### src/rtl/uart_rxirq_pkg.sv
package uart_rxirq_pkg;
  typedef enum logic [3:0] {
    IID_NONE = 4'h1,
    IID_DATA = 4'h4,
    IID_LINE = 4'h6,
    IID_TMO  = 4'hC
  } iid_e;
endpackage

### src/rtl/rxirq_char_limit.sv
module rxirq_char_limit #(
  parameter int TICKS_PER_BIT = 16,
  parameter int TMO_CHARS     = 4,
  parameter int TW            = 10
) (
  input  logic [1:0]    data_len,
  input  logic          parity_en,
  input  logic          two_stop,
  output logic [TW-1:0] limit
);
  int unsigned nbits;
  always_comb begin
    // start bit + (5 + data_len) data bits + parity + stop bits
    nbits = 32'd6 + 32'(data_len) + 32'(parity_en) + (two_stop ? 32'd2 : 32'd1);
    limit = TW'(nbits * 32'(TMO_CHARS) * 32'(TICKS_PER_BIT));
  end
endmodule

### src/rtl/rxirq_level.sv
module rxirq_level #(
  parameter int CW = 5
) (
  input  logic          clk,
  input  logic          rst_n,
  input  logic          fifo_en,
  input  logic          push,
  input  logic [CW-1:0] fifo_count,
  input  logic [CW-1:0] trig_level,
  output logic          nonempty,
  output logic          data_ready,
  output logic          trig_hit
);
  assign nonempty = (fifo_count != '0);
  assign trig_hit = (trig_level != '0) && (fifo_count >= trig_level);

  always_ff @(posedge clk or negedge rst_n) begin
    if (!rst_n) data_ready <= 1'b0;
    else        data_ready <= fifo_en && (push || nonempty);
  end
endmodule

### src/rtl/rxirq_tmo_timer.sv
module rxirq_tmo_timer #(
  parameter int TW = 10
) (
  input  logic          clk,
  input  logic          rst_n,
  input  logic          fifo_en,
  input  logic          push,
  input  logic          pop,
  input  logic          nonempty,
  input  logic          tick,
  input  logic [TW-1:0] limit,
  output logic          pending
);
  logic [TW-1:0] cnt;

  always_ff @(posedge clk or negedge rst_n) begin
    if (!rst_n) begin
      cnt     <= '0;
      pending <= 1'b0;
    end else if (!fifo_en) begin
      cnt     <= '0;
      pending <= 1'b0;
    end else if (pending) begin
      if (pop) begin
        pending <= 1'b0;
        cnt     <= '0;
      end
    end else if (push || pop || !nonempty) begin
      cnt <= '0;
    end else if (tick) begin
      if (cnt >= limit - TW'(1)) begin
        pending <= 1'b1;
        cnt     <= '0;
      end else begin
        cnt <= cnt + TW'(1);
      end
    end
  end
endmodule

### src/rtl/uart_rx_irq.sv
module uart_rx_irq
  import uart_rxirq_pkg::*;
#(
  parameter int CW            = 5,
  parameter int TICKS_PER_BIT = 16,
  parameter int TMO_CHARS     = 4
) (
  input  logic          clk,
  input  logic          rst_n,
  input  logic          fifo_en,
  input  logic          rx_irq_en,
  input  logic          ls_irq_en,
  input  logic          push,
  input  logic          pop,
  input  logic [CW-1:0] fifo_count,
  input  logic [CW-1:0] trig_level,
  input  logic [1:0]    data_len,
  input  logic          parity_en,
  input  logic          two_stop,
  input  logic          baud_tick,
  input  logic          line_err,
  output logic          data_ready,
  output logic          trig_irq,
  output logic          tmo_irq,
  output logic [3:0]    irq_id
);
  localparam int MAX_CHAR_BITS = 12;
  localparam int TW = $clog2(TMO_CHARS * TICKS_PER_BIT * MAX_CHAR_BITS + 1);

  logic [TW-1:0] limit;
  logic          nonempty, trig_hit, pending, rx_en, line_act;
  iid_e          id_q;

  rxirq_char_limit #(.TICKS_PER_BIT(TICKS_PER_BIT), .TMO_CHARS(TMO_CHARS), .TW(TW)) lim_i (
    .data_len(data_len), .parity_en(parity_en), .two_stop(two_stop), .limit(limit));

  rxirq_level #(.CW(CW)) lvl_i (
    .clk(clk), .rst_n(rst_n), .fifo_en(fifo_en), .push(push),
    .fifo_count(fifo_count), .trig_level(trig_level),
    .nonempty(nonempty), .data_ready(data_ready), .trig_hit(trig_hit));

  rxirq_tmo_timer #(.TW(TW)) tmr_i (
    .clk(clk), .rst_n(rst_n), .fifo_en(fifo_en), .push(push), .pop(pop),
    .nonempty(nonempty), .tick(baud_tick), .limit(limit), .pending(pending));

  assign rx_en    = fifo_en && rx_irq_en;
  assign line_act = fifo_en && ls_irq_en && line_err;
  assign trig_irq = rx_en && trig_hit;
  assign tmo_irq  = rx_en && pending;

  always_comb begin
    if (line_act)      id_q = IID_LINE;
    else if (tmo_irq)  id_q = IID_TMO;
    else if (trig_irq) id_q = IID_DATA;
    else               id_q = IID_NONE;
  end
  assign irq_id = id_q;
endmodule

### config.mk
export PLATFORM = sky130hd
export DESIGN_NAME = uart_rx_irq
export DESIGN_NICKNAME = d
export VERILOG_FILES = /design/src/rtl/uart_rxirq_pkg.sv /design/src/rtl/rxirq_char_limit.sv /design/src/rtl/rxirq_level.sv /design/src/rtl/rxirq_tmo_timer.sv /design/src/rtl/uart_rx_irq.sv
export SDC_FILE = /design/constraint.sdc
export NUM_CORES = 1
export LEC_CHECK = 0
export BUFFER_PORTS_ARGS = -buffer_cell sky130_fd_sc_hd__buf_2
export CAP_MARGIN = 20
export CORE_UTILIZATION = 32
export CTS_CLUSTER_SIZE = 16
export DETAILED_ROUTE_END_ITERATION = 7
export PLACE_DENSITY = 0.5
export SLEW_MARGIN = 20
export SYNTH_ARGS = -nofsm -noshare
export SYNTH_HDL_FRONTEND = slang
export SYNTH_SLANG_ARGS = --single-unit
### constraint.sdc
create_clock -name clk -period 5.7 [get_ports clk]
set_input_delay 1.14 -clock clk [delete_from_list [all_inputs] [get_ports clk]]
set_output_delay 1.14 -clock clk [all_outputs]
set_load 0.01 [all_outputs]
==> run summary <==
# IOs = 30
Hold_buf cts = 0
Worst path arrival time = 3960 ps
Final Max Tran Viols = 0
Clk_skew = 1.509 ps
Worst Tran Pin Value = 312.0 ps
R2R depth = 6
Die H = 59.82 um
Global-route wire length before repair = 3829 um
Filler instances = 338
Post-synth top area cell = dfrtp_1
Worst hold stages = 2
Synth Net Count = 162
CP max FO = 11
Hold endpoint = tmr_i.cnt[1]
Post-route setup slack = 1904 ps
Cells after Synth = 124
Layout Nets = 193
Post-CTS setup buffer count = 0
RSZ-0062 raised after global routing = false
Utilization after layout = 41.37%
CTS Buf Count = 3
# rows = 20
Netlist cell types = 40
Post-route DRC = 0
Most common cell in the netlist = inv_1
Synthesis-to-finish area growth = 20.00%
Hold Path Origin = tmr_i.cnt[1]
CTS root buf = clkbuf_4
CTS Buffer Depth = 2
Fmax = 0.2635 GHz
Via count = 968
Setup TNS = 0 ps
Clock slew at reported path FFs = 80 ps
DIE WIDTH = 59.82 um
H-tree level count = 1
Clock power share = 32.8%
Share of cells above drive strength 1 = 27.92%
Sequential share of the synthesized area = 28.07%
Comb pwr share = 25.4%
R2R Setup Slk = 3640 ps
Worst EP required = 5860 ps
Crit end category = register
Reg2reg start = tmr_i.cnt[8]
Total wire length = 2127 um
Setup crit start kind = input port
Leak = 0.6886 nW
Power density of the placed cells = 161.1 nW/um^2
Largest net degree at the start of global routing = 14
Placer Congestion = 0.8030
Number of global-route vias before repair = 913
Total chip power = 206.8 uW
Total of max-cap violations = 0
GR Util All Layers = 14.00%
Final hold slack = 530.3 ps
HPWL after DPL = 1781 um
Sequential cell area = 300.3 sq um
EDFF count, synth = 0
Final Hold Viols = 0
Antenna diode count = 0
Cell Area, Synth = 1070 sq um
Switching Share = 27.84%
Total congestion overflow = 0
Initial Util = 34.48%
Period utilisation layout = 66.59%
Main flop type after synthesis = dfrtp_1
Top cell type's share of synthesized area = 28.07%
CTS tree = done
Port bufs = 29
Drt initial violations = 34
WS Path Type = input port to register
Clock latency on the worst-skew pair = 270 ps
Die ar. = 3578 sq um
Core Region = 3103 sq um
Final Critical Period = 3796 ps
# resized after CTS = 0
#FFs+latches synth = 12
Detailed Routing Iterations Pass 1 = 5
Slew margin rel. = 79.02%
Internal power = 149.3 uW
Net Switching = 57.59 uW
Vias/cell = 4.889
Worst slack at placement = 1629 ps
Area of the multi-input gates = 679.4 sq um
Wire length per cell = 10.74 um
Warnings from Yosys = 0
Antenna Nets Post-Route = 0
Synth top area cells = dfrtp_1, ha_1, inv_1
Average cell area after synthesis = 8.627 sq um
List of most frequent post-synthesis cells = inv_1, ha_1, nand2_1, dfrtp_1, nor2_1
Post-synth ARST share = 100.0%
Clock Sinks = 12
Worst r2r dst = tmr_i.cnt[9]
Final setup vio count = 0
Initial antenna violation count = 0
Outcome = complete, no violations
Sequential power share = 41.7%
VDD IR-drop max = 53.77 uV
Worst min path class = register to register
## power by group through the flow
stage,Combinational (mW),Sequential (mW),Clock (mW)
floorplan,0.0341,0.0882,0
global placement,0.0525,0.0881,0
detailed placement,0.0534,0.0881,0
CTS,0.0538,0.0864,0.0693
global route,0.0629,0.0865,0.0743
finish,0.0526,0.0864,0.0679
## logic make-up (layout without fill, tap and decap cells)
family                     after synthesis  after routing  share of synthesized area, %
and+or+nand+nor                         42             42                         21.64
AOI/OAI and AO/OA                       32             32                         21.99
buffers and inverters                   21             51                         8.420
adders and majority gates               15             15                         18.25
DFF                                     12             12                         28.07
xor gates and xnor gates                 2              2                         1.638
## metrics by stage
step / area [sq um] / std cells
3_5_place_dp: 1247 / 194
6_report: 1284 / 198
2_1_floorplan: 1070 / 124
4_1_cts: 1284 / 198
3_3_place_gp: 1247 / 194
5_1_grt: 1284 / 198
## worst max path at each step
stage	startpoint	to	slack, ps	cells after the start
floorplan	data_len[0]	tmr_i.cnt[9]	1990	14
global placement	data_len[0]	tmr_i.cnt[9]	1690	15
detailed placement	data_len[0]	tmr_i.cnt[9]	1630	15
CTS	data_len[0]	tmr_i.cnt[9]	1910	15
global route	data_len[0]	tmr_i.cnt[9]	1690	15
finish	data_len[0]	tmr_i.cnt[9]	1900	15
## worst max-delay path, stage by stage
cell	delay, ps
buf_2	70
inv_1	40
fa_1	400
inv_1	60
ha_1	130
inv_1	40
ha_1	290
and3_1	180
xor2_1	140
ha_1	300
a41o_1	220
a21oi_1	150
o2111a_2	370
nand2b_4	100
o311ai_0	300
## metal layers
metal	GRT usage (%)	part of all wire [%]
met1	17.94	44
met2	23.81	51
met3	1.948	3.6
met4	4.983	1.2
met5	0	0
## flip-flops by register name (all words and copies together), names as in the netlist
name	flops
tmr_i.cnt	10
lvl_i.data_ready	1
tmr_i.pending	1
## cell usage in the layout, fill, tap and decap left out, types with 2 or more instances in the layout
cell	instances
buf_2	29
xor2_1	2
nor2_1	7
ha_1	14
a22o_1	3
o21ai_0	5
clkbuf_4	3
dfrtp_1	12
o21a_1	4
nand2_1	13
a21oi_1	4
o311ai_0	3
nand3_1	6
inv_1	18
a21o_1	4
and3_1	3
## area by class of cell
cell class | instances | area share, %
clock buffers | 4 | 2.827
flip-flops and latches | 12 | 23.39
well taps | 44 | 4.289
repair buffers | 29 | 11.31
inverters | 18 | 5.263
multi-input cells | 91 | 52.92
Power figures use the tool's default switching activity.
